--- config.mk ---
export PLATFORM = sky130hd
export DESIGN_NAME = irq_ctrl_top
export DESIGN_NICKNAME = d
export VERILOG_FILES = /design/src/rtl/irq_ctrl_pkg.sv /design/src/rtl/irq_sfr_regs.sv /design/src/rtl/irq_sampler.sv /design/src/rtl/irq_arbiter.sv /design/src/rtl/irq_service_track.sv /design/src/rtl/irq_ctrl_top.sv
export SDC_FILE = /design/constraint.sdc
export NUM_CORES = 1
export LEC_CHECK = 0
export BUFFER_PORTS_ARGS = -buffer_cell sky130_fd_sc_hd__buf_4
export CORE_MARGIN = 4
export CORE_UTILIZATION = 47
export CTS_CLUSTER_SIZE = 16
export DETAILED_ROUTE_END_ITERATION = 10
export PLACE_DENSITY = 0.73
export SYNTH_ARGS = -nofsm -noshare
export SYNTH_HDL_FRONTEND = slang
export SYNTH_HIERARCHICAL = 1
export SYNTH_SLANG_ARGS = --single-unit
--- constraint.sdc ---
create_clock -name clk -period 2 [get_ports clk]
set_input_delay 0.2 -clock clk [delete_from_list [all_inputs] [get_ports clk]]
set_output_delay 0.2 -clock clk [all_outputs]
set_load 0.03 [all_outputs]
--- src/rtl/irq_ctrl_pkg.sv ---
package irq_ctrl_pkg;

  localparam int unsigned SRC_N  = 6;
  localparam int unsigned IDX_W  = $clog2(SRC_N);
  localparam int unsigned HWCLR_N = 4;

  typedef enum logic {
    SEL_ENABLE = 1'b0,
    SEL_LEVEL  = 1'b1
  } sfr_sel_e;

  typedef struct packed {
    logic             valid;
    logic             hi;
    logic [IDX_W-1:0] idx;
  } grant_t;

endpackage

--- src/rtl/irq_sfr_regs.sv ---
module irq_sfr_regs
  import irq_ctrl_pkg::*;
#(
  parameter int unsigned DATA_W = 8,
  parameter int unsigned NSRC   = SRC_N
) (
  input  logic              clk,
  input  logic              rst,
  input  logic              we,
  input  logic              sel,
  input  logic [DATA_W-1:0] wdata,
  output logic [DATA_W-1:0] rdata,
  output logic [NSRC-1:0]   src_en,
  output logic              glob_en,
  output logic [NSRC-1:0]   src_hi
);

  localparam int unsigned GLOB_BIT = DATA_W - 1;

  logic [NSRC-1:0] en_q;
  logic [NSRC-1:0] lvl_q;
  logic            ea_q;
  logic [DATA_W-1:0] rd_next;

  always_ff @(posedge clk) begin
    if (rst) begin
      en_q  <= '0;
      lvl_q <= '0;
      ea_q  <= 1'b0;
    end else if (we) begin
      if (sfr_sel_e'(sel) == SEL_ENABLE) begin
        en_q <= wdata[NSRC-1:0];
        ea_q <= wdata[GLOB_BIT];
      end else begin
        lvl_q <= wdata[NSRC-1:0];
      end
    end
  end

  always_comb begin
    rd_next = '0;
    if (sfr_sel_e'(sel) == SEL_ENABLE) begin
      rd_next[NSRC-1:0] = en_q;
      rd_next[GLOB_BIT] = ea_q;
    end else begin
      rd_next[NSRC-1:0] = lvl_q;
    end
  end

  always_ff @(posedge clk) begin
    if (rst) rdata <= '0;
    else     rdata <= rd_next;
  end

  assign src_en  = en_q;
  assign glob_en = ea_q;
  assign src_hi  = lvl_q;

endmodule

--- src/rtl/irq_sampler.sv ---
module irq_sampler
  import irq_ctrl_pkg::*;
#(
  parameter int unsigned RAW_N = 8,
  parameter int unsigned NSRC  = SRC_N
) (
  input  logic             clk,
  input  logic             rst,
  input  logic             tick,
  input  logic [RAW_N-1:0] raw,
  output logic [NSRC-1:0]  samp
);

  localparam int unsigned PLAIN_N = NSRC - 2;

  logic [NSRC-1:0] merged;

  always_comb begin
    merged = '0;
    merged[PLAIN_N-1:0] = raw[PLAIN_N-1:0];
    merged[PLAIN_N]     = raw[PLAIN_N]     | raw[PLAIN_N + 1];
    merged[PLAIN_N + 1] = raw[PLAIN_N + 2] | raw[PLAIN_N + 3];
  end

  always_ff @(posedge clk) begin
    if (rst)       samp <= '0;
    else if (tick) samp <= merged;
  end

endmodule

--- src/rtl/irq_arbiter.sv ---
module irq_arbiter
  import irq_ctrl_pkg::*;
#(
  parameter int unsigned NSRC = SRC_N
) (
  input  logic [NSRC-1:0] samp,
  input  logic [NSRC-1:0] src_en,
  input  logic            glob_en,
  input  logic [NSRC-1:0] src_hi,
  input  logic            ins_hi,
  input  logic            ins_lo,
  output grant_t          grant
);

  logic [NSRC-1:0] elig;
  logic [NSRC-1:0] req_hi;
  logic [NSRC-1:0] req_lo;
  logic [IDX_W-1:0] idx_hi, idx_lo;
  logic any_hi, any_lo;

  genvar g;
  generate
    for (g = 0; g < NSRC; g++) begin : g_req
      assign elig[g]   = samp[g] & src_en[g] & glob_en;
      assign req_hi[g] = elig[g] & src_hi[g];
      assign req_lo[g] = elig[g] & ~src_hi[g];
    end
  endgenerate

  always_comb begin
    idx_hi = '0;
    idx_lo = '0;
    for (int i = NSRC - 1; i >= 0; i--) begin
      if (req_hi[i]) idx_hi = IDX_W'(i);
      if (req_lo[i]) idx_lo = IDX_W'(i);
    end
  end

  assign any_hi = |req_hi;
  assign any_lo = |req_lo;

  always_comb begin
    grant = '0;
    if (any_hi && !ins_hi) begin
      grant.valid = 1'b1;
      grant.hi    = 1'b1;
      grant.idx   = idx_hi;
    end else if (any_lo && !ins_hi && !ins_lo) begin
      grant.valid = 1'b1;
      grant.hi    = 1'b0;
      grant.idx   = idx_lo;
    end
  end

endmodule

--- src/rtl/irq_service_track.sv ---
module irq_service_track
  import irq_ctrl_pkg::*;
#(
  parameter int unsigned VEC_W    = 16,
  parameter logic [15:0] VEC_BASE = 16'h0003,
  parameter int unsigned VEC_STEP = 8,
  parameter int unsigned NCLR     = HWCLR_N
) (
  input  logic             clk,
  input  logic             rst,
  input  logic             boundary,
  input  logic             reti,
  input  grant_t           grant,
  output logic             ack,
  output logic [VEC_W-1:0] vector,
  output logic [NCLR-1:0]  clr,
  output logic             ins_hi,
  output logic             ins_lo
);

  logic take;
  logic [VEC_W-1:0] vec_calc;
  logic [NCLR-1:0]  clr_calc;

  assign take     = boundary & grant.valid & ~reti;
  assign vec_calc = VEC_W'(VEC_BASE) + VEC_W'(grant.idx) * VEC_W'(VEC_STEP);

  always_comb begin
    clr_calc = '0;
    for (int i = 0; i < NCLR; i++) begin
      if (grant.idx == IDX_W'(i)) clr_calc[i] = 1'b1;
    end
  end

  always_ff @(posedge clk) begin
    if (rst) begin
      ins_hi <= 1'b0;
      ins_lo <= 1'b0;
    end else if (reti) begin
      if (ins_hi) ins_hi <= 1'b0;
      else        ins_lo <= 1'b0;
    end else if (take) begin
      if (grant.hi) ins_hi <= 1'b1;
      else          ins_lo <= 1'b1;
    end
  end

  always_ff @(posedge clk) begin
    if (rst) begin
      ack    <= 1'b0;
      vector <= '0;
      clr    <= '0;
    end else begin
      ack    <= take;
      vector <= take ? vec_calc : '0;
      clr    <= take ? clr_calc : '0;
    end
  end

endmodule

--- src/rtl/irq_ctrl_top.sv ---
module irq_ctrl_top
  import irq_ctrl_pkg::*;
#(
  parameter int unsigned DATA_W   = 8,
  parameter int unsigned RAW_N    = 8,
  parameter int unsigned VEC_W    = 16,
  parameter logic [15:0] VEC_BASE = 16'h0003,
  parameter int unsigned VEC_STEP = 8
) (
  input  logic              clk,
  input  logic              rst,
  input  logic              sfr_we,
  input  logic              sfr_sel,
  input  logic [DATA_W-1:0] sfr_wdata,
  output logic [DATA_W-1:0] sfr_rdata,
  input  logic [RAW_N-1:0]  raw_flags,
  input  logic              cycle_tick,
  input  logic              insn_boundary,
  input  logic              reti_strobe,
  output logic              ack_pulse,
  output logic [VEC_W-1:0]  ack_vector,
  output logic [HWCLR_N-1:0] flag_clr
);

  logic [SRC_N-1:0] src_en, src_hi, samp;
  logic             glob_en;
  logic             ins_hi, ins_lo;
  grant_t           grant;

  irq_sfr_regs #(.DATA_W(DATA_W), .NSRC(SRC_N)) u_regs (
    .clk     (clk),
    .rst     (rst),
    .we      (sfr_we),
    .sel     (sfr_sel),
    .wdata   (sfr_wdata),
    .rdata   (sfr_rdata),
    .src_en  (src_en),
    .glob_en (glob_en),
    .src_hi  (src_hi)
  );

  irq_sampler #(.RAW_N(RAW_N), .NSRC(SRC_N)) u_samp (
    .clk  (clk),
    .rst  (rst),
    .tick (cycle_tick),
    .raw  (raw_flags),
    .samp (samp)
  );

  irq_arbiter #(.NSRC(SRC_N)) u_arb (
    .samp    (samp),
    .src_en  (src_en),
    .glob_en (glob_en),
    .src_hi  (src_hi),
    .ins_hi  (ins_hi),
    .ins_lo  (ins_lo),
    .grant   (grant)
  );

  irq_service_track #(
    .VEC_W(VEC_W), .VEC_BASE(VEC_BASE), .VEC_STEP(VEC_STEP), .NCLR(HWCLR_N)
  ) u_svc (
    .clk      (clk),
    .rst      (rst),
    .boundary (insn_boundary),
    .reti     (reti_strobe),
    .grant    (grant),
    .ack      (ack_pulse),
    .vector   (ack_vector),
    .clr      (flag_clr),
    .ins_hi   (ins_hi),
    .ins_lo   (ins_lo)
  );

endmodule

==> metrics, run 1 <==
Clock Sinks=37; HPWL after DPL=2790 um; final wirelength=3690 um; Die X=70.6 um; crit-path max FO=15; maximum vdd ir drop=630 uV; final setup violation count=0; global placement routability congestion=0.849; CP Class=flop to flop; First-pass DRT Iterations=4; n_diodes=0; Cells after Synth=176; cts hold-fix bufs=0; standard-cell rows=22; initial antenna violation count=0; Highest Clock Rate=0.532 GHz; Avg Cell Area, Syn=10.5 sq um; Clock transition at path regs=0.07 ns; all-layer global routing usage=0.152; routed vias/inst=5.30; final-report hold violation count=0; cell with the most instances after synthesis=dfxtp_1; GRT Residual Overflow=0; Fin Clk Skew=0.00734 ns; Yosys reg bits=37; Yosys warnings=6; DR DRC count=0; crit path time final=1.88 ns; H-tree levels=2; WHS=0.0815 ns; Post-Route Utilization=0.584; Area Growth Syn to Fin=17.8%; number of flops mapped to enable cells by yosys=0; fin crit share=0.940; mapped cell area=0.00184 sq mm; largest net degree at the start of global routing=37; dominant synthesized flop cell=dfxtp_1; die area=0.00499 sq mm; status=finished clean; synth cell count leaders=dfxtp_1 (37), mux2i_1 (23), nand2b_1 (21); vias=1,377; crit start category=flop; PortBufs=38; Post-DRT Antenna Nets=0; setup TNS=0 ns; post-synth top area share=0.402; CTS tree=done; Max Cap Viol=0; Post-synth ARST share=0; core area=0.00372 sq mm; Critical Path Sink Type=flop; starting density of the core=0.496; Layout Nets=235; Wirelength per Cell=14.2 um; register area share after synthesis=0.402; deepest clock path buffer count=2; vias in the first global route=1,347; CP Data Arrival Time=2.08 ns; filler cell count=340; Die Span Y=70.6 um; layout cells sized above 1=0.330; IO Pins=52; Skew-Pair Late Insertion Delay=0.29 ns; cts bufs inserted=5; Cell variety after synth=39; required time of the critical path=2.20 ns; detailed router's first-iteration violation count=49; Hold Crit Class=primary input to flop; RSZ-0062 raised after global routing=no; pwr/cell area=677 mW/mm^2; leakage power=0.970 nW; first-pass GRT wire length=6000 um; cell taking the most area after synthesis=dfxtp_1; CTS root buf=clkbuf_8; synth top area cells=dfxtp_1 (40%), mux2i_1 (12%), nand2b_1 (7.1%); Slew Viols, Final=0
[stage by stage]
| step | total power, mW | setup slack [ns] | cells | instance area, sq um |
|---|---|---|---|---|
| 2_1_floorplan | 0.935 | 0.304 | 186 | 1880 |
| 3_3_place_gp | 0.963 | 0.181 | 253 | 2070 |
| 3_5_place_dp | 0.972 | 0.0629 | 253 | 2070 |
| 4_1_cts | 1.48 | 0.0367 | 260 | 2160 |
| 5_1_grt | 1.53 | 0.0103 | 260 | 2170 |
| 6_report | 1.47 | 0.120 | 260 | 2170 |
[power by group]
group	leakage, nW	internal, mW	switching, mW
sequential	0.302	0.763	0.0253
clock	0.0443	0.273	0.239
combinational	0.624	0.0731	0.0950
total	0.970	1.11	0.360
[what timing repair did]
item / in CTS / in global routing
setup buffers: 0 / 0
endpoints found under the setup margin: 0 / 5
hold endpoints to repair: 0 / 0
resized for setup: 0 / 4
[area by class of cell]
type / instances / area (sq um) / area share
Clock buffer: 7 / 86.3 / 0.0398
Inverter: 4 / 15.0 / 0.00692
Multi-Input combinational cell: 123 / 957 / 0.441
Sequential cell: 37 / 741 / 0.341
Tap cell: 48 / 60.1 / 0.0277
Timing Repair Buffer: 41 / 312 / 0.144
[logic make-up (layout without fill, tap and decap cells)]
logic type | after synthesis | after routing | share of synthesized area
and+or+nand+nor | 72 | 72 | 0.287
DFF | 37 | 37 | 0.402
muxes | 23 | 23 | 0.125
buffers and inverters | 26 | 52 | 0.103
other | 2 | 12 | 0.00407
AOI/OAI and AO/OA | 16 | 16 | 0.0794
[critical path, cell delays in order, from the launching register on]
cell and delay [ns]:
dfxtp_1 0.33, buf_6 0.16, and4b_1 0.26, o21bai_4 0.16
nor4b_4 0.06, o31ai_2 0.23, nand4bb_1 0.16, buf_4 0.20
nor4b_4 0.23
[placed cells by master, fill, tap and decap left out, drive strengths merged, types with 2 or more instances in the layout]
cell type  count
buf           41
dfxtp         37
mux2i         23
nand2b        21
nor2          17
conb          12
clkbuf         7
nand4          6
and4b          5
nor3           4
inv            4
and2           4
nor3b          3
o21ai          3
nor4b          3
a21oi          3
a31oi          2
nor2b          2
nand4bb        2
a211oi         2
nor4           2
[registers in the layout, indices dropped and copies added, names as in the netlist]
| register | cells |
|---|---|
| u_regs/rdata | 7 |
| u_svc/ins_hi | 1 |
| u_regs/src_hi | 6 |
| u_regs/src_en | 6 |
| u_svc/ack | 1 |
| u_regs/glob_en | 1 |
| u_svc/vector | 4 |
| u_svc/ins_lo | 1 |
| u_svc/clr | 4 |
| u_samp/samp | 6 |
[per-layer routing]
metal  global-route usage  share of wire
met1                0.176           0.41
met2                0.252           0.51
met3               0.0582          0.075
met4               0.0626          0.013
met5                    0              0
[worst paths after layout]
kind / start / endpoint / slack, ns / cells after the start
worst max-delay path: u_regs/glob_en / u_svc/clr[1] / 0.12 / 8
worst min-delay path: reti_strobe / u_svc/ins_hi / 0.08 / 2
worst max register to register: u_regs/glob_en / u_svc/clr[1] / 0.12 / 8
worst min register to register: u_regs/src_hi[4] / u_regs/src_hi[4] / 0.52 / 2
Note: power is estimated with default switching activity, not from simulation.
==> inputs of run 2 (changes only) <==
Settings changed: RECOVER_POWER from default to 100.
==> metrics, run 2 (same netlist as run 1, synthesis figures left out) <==
deepest clock path buffer count=2; most frequent cells in the layout=dfxtp_1 (37), buf_4 (22), mux2i_1 (22); CTS tree=done; vias in the first global route=1,347; Clock transition at path regs=0.07 ns; Clock Sinks=37; Highest Clock Rate=0.531 GHz; Layout Nets=235; standard-cell rows=22; largest net degree at the start of global routing=37; reg2reg path depth=8; vias=1,382; First-pass DRT Iterations=4; Area Growth Syn to Fin=13.6%; starting density of the core=0.496; n_diodes=0; Worst-Margin Slew=0.637 ns; Rel. slew slack=0.576; Hold Crit Class=primary input to flop; WHS=0.0796 ns; DR DRC count=0; die area=0.00499 sq mm; HPWL after DPL=2790 um; setup TNS=0 ns; CP Data Arrival Time=2.08 ns; Fin Clk Skew=0.00736 ns; Post-DRT Antenna Nets=0; status=finished clean; Critical Path Sink Type=flop; Slew Viols, Final=0; CP Class=flop to flop; leakage power=0.892 nW; maximum vdd ir drop=630 uV; global placement routability congestion=0.849; Resized Gates After CTS=0; crit start category=flop; CTS root buf=clkbuf_8; RSZ-0062 raised after global routing=no; GRT Residual Overflow=0; cts hold-fix bufs=0; pwr/cell area=699 mW/mm^2; Die Span Y=70.6 um; final setup violation count=0; routed vias/inst=5.32; IO Pins=52; most common cell after layout, fill and taps aside=dfxtp_1; core area=0.00372 sq mm; Skew-Pair Late Insertion Delay=0.29 ns; Max Cap Viol=0; cts bufs inserted=5; final-report hold violation count=0; crit path time final=1.88 ns; Biggest register=u_regs/rdata; Die X=70.6 um; layout cells sized above 1=0.226; first-pass GRT wire length=6000 um; PortBufs=38; detailed router's first-iteration violation count=69; post-CTS setup buffers=0; final wirelength=3740 um; crit-path max FO=15; H-tree levels=2; filler cell count=358; Wirelength per Cell=14.4 um; max reg flops=7; dpl ws=0.0629 ns; fin crit share=0.942; initial antenna violation count=0; all-layer global routing usage=0.152; cell count of the worst hold path=2; required time of the critical path=2.20 ns; final worst setup slack=0.117 ns
==> run 2: changes by cell type in the layout (fill, tap and decap cells not counted) <==
cell      delta
and2_0       +2
a211oi_2     -1
clkbuf_1    +18
inv_1        +1
buf_4       -18
and2_4       -1
a211oi_1     +1
inv_2        -1
nor2_1       +1
nor2_2       -1
and2_1       -1
==> run 2: worst paths after layout <==
check,slack [ns],startpoint,endpoint
setup / recovery,0.12,u_regs/glob_en,u_svc/clr[1]
hold / removal,0.08,reti_strobe,u_svc/ins_hi
setup reg to reg,0.12,u_regs/glob_en,u_svc/clr[1]
hold reg to reg,0.52,u_regs/src_hi[4],u_regs/src_hi[4]
==> run 2: worst max-delay path: stages, from the launching register on <==
cell and delay (ns):
dfxtp_1 0.33, buf_6 0.16, and4b_1 0.26, o21bai_4 0.16
nor4b_4 0.06, o31ai_2 0.23, nand4bb_1 0.16, buf_4 0.20
nor4b_4 0.23
==> run 2: power breakdown <==
part / switching, mW / leakage (nW) / internal [mW]
sequential: 0.0250 / 0.302 / 0.763
combinational: 0.0940 / 0.546 / 0.0667
clock: 0.242 / 0.0443 / 0.273
total: 0.360 / 0.892 / 1.10
==> run 2: final cells by class <==
type / instances / area [sq um] / area share
well taps: 48 / 60.1 / 0.0287
clock buffers: 7 / 86.3 / 0.0412
flip-flops and latches: 37 / 741 / 0.354
multi-input cells: 123 / 947 / 0.452
repair buffers: 41 / 244 / 0.117
inverters: 4 / 15.0 / 0.00717
==> run 2: layer usage <==
metal / up-vias / GRT usage / part of all wire
met5: - / 0 / 0
met4: 0 / 0.0626 / 0.013
met3: 7 / 0.0582 / 0.076
met2: 52 / 0.252 / 0.51
met1: 666 / 0.176 / 0.41
li1: 657 / - / -
==> run 2: stage by stage <==
step | total power, mW | instances | cell area [sq um] | utilization
final | 1.46 | 260 | 2090 | 0.563
after global routing | 1.52 | 260 | 2090 | 0.563
after CTS | 1.48 | 260 | 2160 | 0.581
after detailed placement | 0.972 | 253 | 2070 | 0.558
after global placement | 0.963 | 253 | 2070 | 0.558
after floorplan | 0.935 | 186 | 1880 | -
==> inputs of run 3 (changes only) <==
Settings changed: PLACE_DENSITY 0.73 to 0.83.
==> metrics, run 3 (same netlist as run 1, synthesis figures left out) <==
final-report hold violation count=0; worst r2r dst=u_svc/vector[4]; detailed router's first-iteration violation count=74; filler cell count=361; Layout Nets=235; GRT Residual Overflow=0; Post-Route Utilization=0.564; final wirelength=3540 um; IO Pins=52; First-pass DRT Iterations=4; Hold Crit Class=primary input to flop; Reg2Reg Setup Slack=0.16 ns; Wirelength per Cell=13.6 um; r2r startpoint=u_regs/glob_en; Max Cap Viol=0; crit path time final=1.84 ns; CP endpoint=u_svc/vector[4]; H-tree levels=2; switching pwr=0.358 mW; starting density of the core=0.496; largest net degree at the start of global routing=37; most common cell after layout, fill and taps aside=dfxtp_1; standard-cell rows=22; crit start category=flop; Fin Clk Skew=0.00515 ns; fin crit share=0.918; reg2reg path depth=8; final instance area=0.00210 sq mm; Highest Clock Rate=0.545 GHz; CTS root buf=clkbuf_8; cts hold-fix bufs=0; most frequent cells in the layout=dfxtp_1 (36), buf_4 (23), mux2i_1 (23); Sequential Area=744 sq um; combinational cell fraction of total power=0.097; vias=1,339; dpl ws=0.0163 ns; CP Class=flop to flop; WHS=0.0878 ns; final setup violation count=0; HPWL after DPL=2630 um; switch share=0.225; pwr/cell area=759 mW/mm^2; PortBufs=38; clock share of power=0.407; initial antenna violation count=0; CTS tree=done; footprint of the multi-input gates=921 sq um; setup TNS=0 ns; CP startpoint=u_regs/glob_en; Reg power frac=0.496; Area Growth Syn to Fin=13.8%; RSZ-0062 raised after global routing=no; vias in the first global route=1,382; CP Data Arrival Time=2.01 ns; required time of the critical path=2.18 ns; max incr delay on CP=0.39 ns; Pint=1.23 mW; Die X=70.6 um; maximum vdd ir drop=419 uV; max reg flops=7; Clock Sinks=37; Slowest-stage cell, CP=dfxtp_4; layout cells sized above 1=0.221; cts bufs inserted=5; first-pass GRT wire length=6200 um; core area=0.00372 sq mm; global placement routability congestion=0.746; cell count of the worst hold path=2; Placed Area=0.00207 sq mm; Post-DRT Antenna Nets=0; Clock transition at path regs=0.07 ns; Skew-Pair Late Insertion Delay=0.28 ns; Worst-Margin Slew=0.622 ns; all-layer global routing usage=0.154; final worst setup slack=0.165 ns; routed vias/inst=5.13; DR DRC count=0; Die Span Y=70.6 um; CP Cell Sequence=and4b_2 -> nor2_1 -> nor4b_4 -> o31ai_2 -> nand4bb_1 -> buf_4 -> inv_1 -> and2_1; status=finished clean; leakage power=0.913 nW; deepest clock path buffer count=2; Biggest register=u_regs/rdata; die area=0.00499 sq mm; Rel. slew slack=0.585; n_diodes=0; Critical Path Sink Type=flop; crit-path max FO=14; Slew Viols, Final=0
[run 3: what timing repair did]
item / in CTS / in global routing
resized for setup: 1 / 1
endpoints found under the setup margin: 2 / 4
setup buffers: 0 / 0
[run 3: critical path, delay by kind of cell (launching register included)]
family          cells  cell delay (ns)
simple gates        5             1.01
flops               1             0.39
buf+inv             2             0.23
compound gates      1             0.10
[run 3: area by class of cell]
type / count / share of cell area
clock buffer: 7 / 0.0412
clock inverter: 1 / 0.0143
inverter: 4 / 0.00716
multi-input combinational: 123 / 0.439
sequential: 37 / 0.355
tap: 48 / 0.0286
timing repair buffer: 41 / 0.115
[run 3: power groups by stage]
stage	Sequential (mW)	Clock, mW	Combinational [mW]
2_1_floorplan	0.807	0	0.128
3_3_place_gp	0.806	0	0.160
3_5_place_dp	0.807	0	0.163
4_1_cts	0.791	0.665	0.163
5_1_grt	0.794	0.698	0.169
6_report	0.790	0.648	0.154
[run 3: routing by layer]
metal  vias up  GRT usage  routed length, um
met4         0     0.0752                 74
met3         8     0.0369                247
met1       618      0.172               1390
li1        662          -                  -
met5         -          0                  0
met2        51      0.271               1830
[run 3: worst min path at each step]
stage                          end   startpoint  slack, ns
finish                u_svc/ins_hi  reti_strobe       0.09
global route          u_svc/ins_hi  reti_strobe        0.1
CTS                   u_svc/ins_hi  reti_strobe       0.08
detailed placement    u_svc/ins_hi  reti_strobe       0.38
global placement      u_svc/ins_hi  reti_strobe       0.39
floorplan           u_samp/samp[4]          rst       0.26
[run 3: metrics by stage]
stage	power, mW	instances
final	1.59	261
after global placement	0.965	253
after global routing	1.66	261
after floorplan	0.935	186
after CTS	1.62	261
after detailed placement	0.970	253
